## config.mk

```make
export PLATFORM = sky130hd
export DESIGN_NAME = gdrv_seq
export DESIGN_NICKNAME = d
export VERILOG_FILES = /design/src/rtl/gdrv_pkg.sv /design/src/rtl/gdrv_sync.sv /design/src/rtl/gdrv_timer.sv /design/src/rtl/gdrv_fsm.sv /design/src/rtl/gdrv_seq.sv
export SDC_FILE = /design/constraint.sdc
export NUM_CORES = 1
export LEC_CHECK = 0
export BUFFER_PORTS_ARGS = -buffer_cell sky130_fd_sc_hd__clkbuf_2
export CORE_UTILIZATION = 53
export CTS_CLUSTER_SIZE = 40
export DETAILED_ROUTE_END_ITERATION = 12
export HOLD_SLACK_MARGIN = 0.05
export PLACE_DENSITY = 0.71
export SYNTH_ARGS = -nofsm -noshare
export SYNTH_HDL_FRONTEND = slang
export SYNTH_SLANG_ARGS = --single-unit
```

## constraint.sdc

```tcl
create_clock -name clk -period 2.3 [get_ports clk]
set_input_delay 0.115 -clock clk [delete_from_list [all_inputs] [get_ports clk]]
set_output_delay 0.115 -clock clk [all_outputs]
set_load 0.005 [all_outputs]
```

## src/rtl/gdrv_pkg.sv

```systemverilog
// Shared types for the gate drive sequencer: the decoded PWM level and the
// sequencer state encoding. Assumes a two-bit comparator code at the input.
package gdrv_pkg;

    typedef enum logic [1:0] {
        PWM_LOW  = 2'b00,
        PWM_HIGH = 2'b01,
        PWM_MID  = 2'b10
    } pwm_lvl_e;

    typedef enum logic [3:0] {
        ST_IDLE,
        ST_OFF,
        ST_WAIT_LG,
        ST_DLY_HI,
        ST_HIGH,
        ST_WAIT_UG,
        ST_DLY_LO,
        ST_LOW,
        ST_DE,
        ST_DE_OFF
    } seq_st_e;

    // Map the raw comparator code to a level; both codes with bit 1 set mean mid band.
    function automatic pwm_lvl_e pwm_decode(input logic [1:0] code);
        case (code)
            2'b01:   return PWM_HIGH;
            2'b00:   return PWM_LOW;
            default: return PWM_MID;
        endcase
    endfunction

    // Larger of two non-negative integers.
    function automatic int imax(input int a, input int b);
        return (a > b) ? a : b;
    endfunction

endpackage

```

## src/rtl/gdrv_sync.sv

```systemverilog
// Multi-stage synchronizer for a bus of level signals.
// Assumes each bit is a slow level that needs no coherence across bits
// beyond what the downstream decoder tolerates for one cycle.
module gdrv_sync #(
    parameter int WIDTH  = 2,
    parameter int STAGES = 2,
    parameter logic [WIDTH-1:0] RST_VAL = '0
) (
    input  logic             clk,
    input  logic             rst_n,
    input  logic [WIDTH-1:0] d,
    output logic [WIDTH-1:0] q
);

    logic [WIDTH-1:0] stage_q [STAGES];

    generate
        for (genvar s = 0; s < STAGES; s++) begin : g_stage
            if (s == 0) begin : g_first
                // Capture the asynchronous input in the first flop.
                always_ff @(posedge clk) begin
                    if (!rst_n) stage_q[0] <= RST_VAL;
                    else        stage_q[0] <= d;
                end
            end else begin : g_next
                // Pass the value down the chain to settle metastability.
                always_ff @(posedge clk) begin
                    if (!rst_n) stage_q[s] <= RST_VAL;
                    else        stage_q[s] <= stage_q[s-1];
                end
            end
        end
    endgenerate

    assign q = stage_q[STAGES-1];

endmodule

```

## src/rtl/gdrv_timer.sv

```systemverilog
// Saturating up-counter measuring cycles spent in the current sequencer state.
// Assumes clr is pulsed on the edge that enters a new state.
module gdrv_timer #(
    parameter int W = 8
) (
    input  logic         clk,
    input  logic         rst_n,
    input  logic         clr,
    output logic [W-1:0] cnt
);

    localparam logic [W-1:0] CNT_TOP = '1;

    // Restart at zero on clear, otherwise count up and hold at the top value.
    always_ff @(posedge clk) begin
        if (!rst_n)               cnt <= '0;
        else if (clr)             cnt <= '0;
        else if (cnt != CNT_TOP)  cnt <= cnt + 1'b1;
    end

endmodule

```

## src/rtl/gdrv_fsm.sv

```systemverilog
// Break-before-make sequencer with diode emulation.
// Assumes lvl is already synchronized, the sense flags are synchronous to clk,
// and run_ok combines enable and supply-good. Delay parameters must be >= 1.
module gdrv_fsm
    import gdrv_pkg::*;
#(
    parameter int PD_CYC     = 4,
    parameter int MINON_CYC  = 44,
    parameter int SETTLE_CYC = 41,
    parameter int TMO_CYC    = 64,
    parameter int CNT_W      = 8
) (
    input  logic             clk,
    input  logic             rst_n,
    input  pwm_lvl_e         lvl,
    input  logic             lg_dis,
    input  logic             ug_dis,
    input  logic             zc_det,
    input  logic             run_ok,
    input  logic [CNT_W-1:0] cnt,
    output logic             cnt_clr,
    output logic             ug_req,
    output logic             lg_req
);

    localparam int HOLD_CYC = imax(MINON_CYC, SETTLE_CYC);
    localparam logic [CNT_W-1:0] PD_LAST  = CNT_W'(PD_CYC - 1);
    localparam logic [CNT_W-1:0] TMO_LAST = CNT_W'(TMO_CYC - 1);
    localparam logic [CNT_W-1:0] HOLD_V   = CNT_W'(HOLD_CYC);

    seq_st_e st_q, st_n;
    logic    tmo_hit, pd_done, de_release;

    assign tmo_hit    = (cnt == TMO_LAST);
    assign pd_done    = (cnt == PD_LAST);
    assign de_release = zc_det && (cnt >= HOLD_V);

    // Next-state selection: disable has priority, then PWM level, then handshakes.
    always_comb begin
        st_n = st_q;
        if (!run_ok) begin
            st_n = ST_IDLE;
        end else begin
            case (st_q)
                ST_IDLE:    st_n = ST_OFF;
                ST_OFF: begin
                    if (lvl == PWM_HIGH)     st_n = ST_WAIT_LG;
                    else if (lvl == PWM_LOW) st_n = ST_WAIT_UG;
                end
                ST_WAIT_LG: begin
                    if (lvl == PWM_LOW)             st_n = ST_WAIT_UG;
                    else if (lvl == PWM_MID)        st_n = ST_OFF;
                    else if (lg_dis || tmo_hit)     st_n = ST_DLY_HI;
                end
                ST_DLY_HI: begin
                    if (lvl == PWM_LOW)        st_n = ST_WAIT_UG;
                    else if (lvl == PWM_MID)   st_n = ST_OFF;
                    else if (pd_done)          st_n = ST_HIGH;
                end
                ST_HIGH: begin
                    if (lvl == PWM_LOW)        st_n = ST_WAIT_UG;
                    else if (lvl == PWM_MID)   st_n = ST_OFF;
                end
                ST_WAIT_UG: begin
                    if (lvl == PWM_HIGH)            st_n = ST_WAIT_LG;
                    else if (lvl == PWM_MID)        st_n = ST_OFF;
                    else if (ug_dis || tmo_hit)     st_n = ST_DLY_LO;
                end
                ST_DLY_LO: begin
                    if (lvl == PWM_HIGH)       st_n = ST_WAIT_LG;
                    else if (lvl == PWM_MID)   st_n = ST_OFF;
                    else if (pd_done)          st_n = ST_LOW;
                end
                ST_LOW: begin
                    if (lvl == PWM_HIGH)       st_n = ST_WAIT_LG;
                    else if (lvl == PWM_MID)   st_n = ST_DE;
                end
                ST_DE: begin
                    if (lvl == PWM_HIGH)       st_n = ST_WAIT_LG;
                    else if (lvl == PWM_LOW)   st_n = ST_LOW;
                    else if (de_release)       st_n = ST_DE_OFF;
                end
                ST_DE_OFF: begin
                    if (lvl == PWM_HIGH)       st_n = ST_WAIT_LG;
                    else if (lvl == PWM_LOW)   st_n = ST_WAIT_UG;
                end
                default:    st_n = ST_IDLE;
            endcase
        end
    end

    // State register, idle after reset.
    always_ff @(posedge clk) begin
        if (!rst_n) st_q <= ST_IDLE;
        else        st_q <= st_n;
    end

    // Restart the state timer whenever the state changes.
    assign cnt_clr = (st_n != st_q);

    // Gate requests decoded from the current state.
    assign ug_req = (st_q == ST_HIGH);
    assign lg_req = (st_q == ST_LOW) || (st_q == ST_DE);

    AST_UG_AFTER_LG_OFF: assert property (@(posedge clk) disable iff (!rst_n)
        $rose(ug_req) |-> (!$past(lg_req) && !$past(lg_req, 2)));
    AST_LG_AFTER_UG_OFF: assert property (@(posedge clk) disable iff (!rst_n)
        $rose(lg_req) |-> (!$past(ug_req) && !$past(ug_req, 2)));
    AST_WAIT_BOUNDED: assert property (@(posedge clk) disable iff (!rst_n)
        (st_q == ST_WAIT_LG || st_q == ST_WAIT_UG) |-> (cnt <= TMO_LAST));
    AST_DE_MIN_HOLD: assert property (@(posedge clk) disable iff (!rst_n)
        (st_q == ST_DE_OFF && $past(st_q) == ST_DE) |-> ($past(cnt) >= HOLD_V));
    AST_DE_ZC_CAUSE: assert property (@(posedge clk) disable iff (!rst_n)
        (st_q == ST_DE_OFF && $past(st_q) == ST_DE) |-> $past(zc_det));
    AST_MID_QUIET: assert property (@(posedge clk) disable iff (!rst_n)
        (lvl == PWM_MID && $past(lvl) == PWM_MID && !$past(lg_req) && !$past(ug_req))
        |-> (!lg_req && !ug_req));

endmodule

```

## src/rtl/gdrv_seq.sv

```systemverilog
// Top of the adaptive dead-time gate drive sequencer for one buck phase.
// Assumes comparator outputs and sense flags are digital levels; only the
// PWM code is treated as asynchronous and synchronized here.
module gdrv_seq
    import gdrv_pkg::*;
#(
    parameter int PD_CYC     = 4,
    parameter int MINON_CYC  = 44,
    parameter int SETTLE_CYC = 41,
    parameter int TMO_CYC    = 64,
    parameter int SYNC_STG   = 2
) (
    input  logic       clk,
    input  logic       rst_n,
    input  logic [1:0] pwm_lvl,
    input  logic       lg_dis,
    input  logic       ug_dis,
    input  logic       zc_det,
    input  logic       drv_en,
    input  logic       pwr_good,
    output logic       ug_on,
    output logic       lg_on
);

    localparam int MAX_DLY = imax(imax(PD_CYC, TMO_CYC), imax(MINON_CYC, SETTLE_CYC));
    localparam int CNT_W   = $clog2(MAX_DLY + 1) + 1;

    logic [1:0]       pwm_s;
    pwm_lvl_e         lvl;
    logic             run_ok;
    logic             cnt_clr;
    logic [CNT_W-1:0] cnt;
    logic             ug_req, lg_req;

    gdrv_sync #(.WIDTH(2), .STAGES(SYNC_STG), .RST_VAL(2'b00)) u_sync (
        .clk   (clk),
        .rst_n (rst_n),
        .d     (pwm_lvl),
        .q     (pwm_s)
    );

    assign lvl    = pwm_decode(pwm_s);
    assign run_ok = drv_en && pwr_good;

    gdrv_timer #(.W(CNT_W)) u_timer (
        .clk   (clk),
        .rst_n (rst_n),
        .clr   (cnt_clr),
        .cnt   (cnt)
    );

    gdrv_fsm #(
        .PD_CYC     (PD_CYC),
        .MINON_CYC  (MINON_CYC),
        .SETTLE_CYC (SETTLE_CYC),
        .TMO_CYC    (TMO_CYC),
        .CNT_W      (CNT_W)
    ) u_fsm (
        .clk     (clk),
        .rst_n   (rst_n),
        .lvl     (lvl),
        .lg_dis  (lg_dis),
        .ug_dis  (ug_dis),
        .zc_det  (zc_det),
        .run_ok  (run_ok),
        .cnt     (cnt),
        .cnt_clr (cnt_clr),
        .ug_req  (ug_req),
        .lg_req  (lg_req)
    );

    // Outputs are gated at once by enable and supply-good.
    assign ug_on = ug_req && run_ok;
    assign lg_on = lg_req && run_ok;

    AST_NO_OVERLAP: assert property (@(posedge clk) disable iff (!rst_n)
        !(ug_on && lg_on));
    AST_OFF_WHEN_DISABLED: assert property (@(posedge clk) disable iff (!rst_n)
        !(drv_en && pwr_good) |-> (!ug_on && !lg_on));
    AST_RESET_QUIET: assert property (@(posedge clk)
        $past(!rst_n) |-> (!ug_on && !lg_on));

endmodule

```

==> summary.md <==
| Metric | Value |
|---|---|
| Hold Path End | u_fsm.st_q[3]$_SDFF_PN0_ |
| Setup ws final | -0.09747 ns |
| Ant diodes | 0 |
| # clock sinks | 16 |
| Synthesized instance count | 152 |
| Ys async rst share | 0% |
| Initial antenna violation count | 0 |
| Min Clock Period, post-route | ~2.4 ns |
| Status | finished, violations left |
| Register bit total from synthesis | 16 |
| Distinct cell type count after synthesis | 53 |
| Most common cell in the netlist | dfxtp_1 |
| Failing checks | setup timing |
| Post-Syn Nets | ~160 |
| CP delay by family, top | simple AND/OR/NAND/NOR gates |
| Measured slew at the worst slew-check pin | 0.4484 ns |
| Clk slew on worst S/H paths | about 0.10 ns |
| Skew-Pair Late Insertion Delay | ~0.3 ns |
| H-tree levels | 1 |
| Core Region | about 0.0022 mm2 |
| Post-DP HPWL | about 2200 um |
| Final Hold Vio Count | 0 |
| Worst Hold Path Cells | 2 |
| Most frequent cells after synthesis | dfxtp_1 (16), nand2_1 (14), nor4_1 (11), a21oi_1 (10), nor2_1 (10) |
| Data arrival time of the worst path | 2.61 ns |
| Worst Path Required | between 2 and 3 ns |
| Aggregate negative setup slack | -0.5409 ns |
| Via density | 6.473 |
| Post-Syn Area per Cell | a little over 8 um2 |
| Achievable Freq | around 420 MHz |
| TritonRoute pass-1 iters | 4 |
| VDD IR max | 0.4015 mV |
| Critical Path Start Type | register |
| Clk pwr share | between 30% and 40% |
| Final wirelength | 3309 um |
| Area Growth Syn to Fin | 24.48% |
| Fillers | between 150 and 200 |
| Share of cells above drive strength 1 | 37.85% |
| Synth Flop Type | dfxtp_1 |
| EDFF count, synth | 0 |
| Largest net degree at the start of global routing | 22 |
| Clock Skews | approximately 0.012 ns |
| IO Pins | 11 |
| Root Driver | clkbuf_4 |
| Port buffer count | 10 |
| CTS max path bufs | 2 |
| Die area | 0.002572 mm2 |
| CP Class | reg -> reg |
| Critical path, cell by cell | buf_4, or2_2, nand2_1, nor4_1, or4_4, a211oi_4, nor3_4, nor4_2 |
| CTS buffer count | 3 |
| Final max-slew violation count | 0 |
| Wire length per cell | between 15 and 20 um |
| Hold slack | 0.1085 ns |
| RSZ-0062 raised after global routing | true |
| Period utilization | 104.2% |
| CP Max Fanout | 9 |
| Flop-to-flop setup slack | -0.1 ns |
| Global-route wire length before repair | around 5300 um |
| Crit path depth | 8 |
| Gr usage total | between 20 and 30% |
| Min-Delay Path Class | in -> reg |
| PwrDens | 369.4 mW/mm2 |
| Worst R2R End | u_timer.cnt[7]$_SDFFE_PP0P_ |
| Grt ovf | 0 |
| Switching Fraction | about a quarter |
| Flop pwr share | between 50% and 60% |
| Yosys top cell by area | dfxtp_1 |
| Buf+Inv Stages, Crit Path | 1 |
| Vias in the first global route | 1110 |
| Hold Crit Start | rst_n |
| Psw | between 0.00015 and 0.0002 W |
| P_int | about 0.00042 W |
| Synth area leaders | dfxtp_1 (25%), nor4_1 (5.5%), buf_6 (5.4%) |
| Static leakage | 0.5894 nW |
| Die span in x | a little over 50 um |
| DRT iter0 DRCs | 77 |
| Design Area, Final | 0.001565 mm2 |
| RD Place Congestion | ~0.87 |
| Initial Util | 56.30% |
| Worst setup EP type | register |
| Sequential share of the synthesized area | 25.47% |
| FP Rows | 17 |
| Area fraction of the dominant cell type after synthesis | 25.47% |
| CP max stage delay | 0.58 ns |
| Remaining antenna violation count | 0 |
| Slowest cell on crit path | or4_4 |
| Slew headroom | a little over two thirds |
| DRC | 0 |
| Gate power share | between 10% and 20% |
| Synth warnings | 0 |
| Cells on worst reg2reg path | 8 |
| Synthesized cell area | approximately 0.0013 mm2 |
| Routed vias | approximately 1300 |
| Worst r2r src | u_fsm.st_q[2]$_SDFF_PN0_ |
| CTS tree | yes |
| Maxcap violations | 0 |
| Chip Height | 50.71 um |
| Final net count | approximately 190 |
| Finish-stage setup viols | 8 |
| Placed instance area | 0.001389 mm2 |
==> routing by layer <==
| layer | GRT usage [%] | vias to the layer above | part of all wire (%) | wire length [um] |
|---|---|---|---|---|
| li1 | - | 622 | - | - |
| met1 | 38.79 | 620 | 41 | 1350 |
| met2 | 44.00 | 68 | 48 | 1584 |
| met3 | 3.030 | 17 | 8.2 | 271 |
| met4 | 8.796 | 0 | 3.1 | 102 |
| met5 | 0 | - | 0 | 0 |
==> cell usage in the layout, fill, tap and decap left out, types with 3 or more instances in the layout <==
master / netlist / routed
dfxtp_2: 0 / 6
nor4_1: 11 / 6
nand3_1: 4 / 4
clkbuf_4: 0 / 3
dfxtp_1: 16 / 9
and2_1: 5 / 5
nand2_1: 14 / 12
nor2_1: 10 / 10
o21ai_0: 5 / 4
clkbuf_2: 0 / 10
a211oi_1: 5 / 3
xor2_1: 4 / 3
nand4_1: 5 / 5
mux2i_1: 3 / 3
a21oi_1: 10 / 8
buf_4: 0 / 18
inv_1: 3 / 3
nor4_2: 0 / 5
nor2b_1: 3 / 3
==> worst reg2reg max path: stages, from the launching register on <==
cell and delay [ns]:
dfxtp_2 0.38, buf_4 0.18, or2_2 0.33, nand2_1 0.12, nor4_1 0.06, or4_4 0.58
a211oi_4 0.26, nor3_4 0.12, nor4_2 0.28
==> power by group through the flow <==
stage          logic [W]  clock network [W]  registers, W
2_1_floorplan  0.0000491                  0      0.000296
3_3_place_gp   0.0000685                  0      0.000298
3_5_place_dp   0.0000711                  0      0.000299
4_1_cts        0.0000827           0.000190      0.000295
5_1_grt        0.0000981           0.000205      0.000296
6_report       0.0000901           0.000193      0.000295
==> through the flow <==
stage	power [W]	setup slack, ns	util [%]	cells
6_report	0.0005782	-0.09747	70.08	205
5_1_grt	0.0005988	-0.1463	70.08	205
4_1_cts	0.0005674	-0.03870	67.40	203
3_5_place_dp	0.0003703	-0.1898	62.18	197
3_3_place_gp	0.0003669	-0.01696	62.18	197
2_1_floorplan	0.0003455	0.02039	-	152
==> kinds of logic after synthesis <==
group	count (synthesis)	synth area share, %
AND/OR/NAND/NOR	75	37.02
AO/OA/AOI/OAI	37	20.60
XOR/XNOR	6	4.179
flip-flops	16	25.47
multiplexers	3	2.388
buffers and inverters	13	8.357
adder cells (fa/ha/maj)	2	1.990
==> how the worst max path moves through the flow <==
| stage | startpoint | endpoint | slack, ns |
|---|---|---|---|
| 2_1_floorplan | u_timer.cnt[0]$_SDFFE_PP0P_ | u_timer.cnt[0]$_SDFFE_PP0P_ | 0.02 |
| 3_3_place_gp | u_timer.cnt[1]$_SDFFE_PP0P_ | u_timer.cnt[1]$_SDFFE_PP0P_ | -0.02 |
| 3_5_place_dp | u_timer.cnt[1]$_SDFFE_PP0P_ | u_timer.cnt[1]$_SDFFE_PP0P_ | -0.19 |
| 4_1_cts | u_timer.cnt[1]$_SDFFE_PP0P_ | u_timer.cnt[3]$_SDFFE_PP0P_ | -0.04 |
| 5_1_grt | u_fsm.st_q[2]$_SDFF_PN0_ | u_timer.cnt[6]$_SDFFE_PP0P_ | -0.15 |
| 6_report | u_fsm.st_q[2]$_SDFF_PN0_ | u_timer.cnt[7]$_SDFFE_PP0P_ | -0.1 |
==> sequential cells by signal (all words and copies together) (netlist names) <==
| name | count |
|---|---|
| u_timer.cnt | 8 |
| u_sync.stage_q | 4 |
| u_fsm.st_q | 4 |
==> repair_timing <==
item / CTS / global route
hold buffers: 2 / 0
gates resized for setup: 13 / 13
buffers inserted: 1 / 2
hold endpoints to repair: 2 / 0
pin swaps: 8 / 8
setup endpoints to repair: 8 / 8
==> layout make-up <==
| type | instances | area (um2) | share of cell area (%) |
|---|---|---|---|
| inverter | 3 | 11.26 | 0.7194 |
| tap | 28 | 35.03 | 2.238 |
| sequential | 16 | 331.6 | 21.18 |
| timing repair buffer | 31 | 225.2 | 14.39 |
| clock buffer | 4 | 36.28 | 2.318 |
| multi-input combinational | 123 | 925.9 | 59.15 |
(Power assumes the default switching activity.)
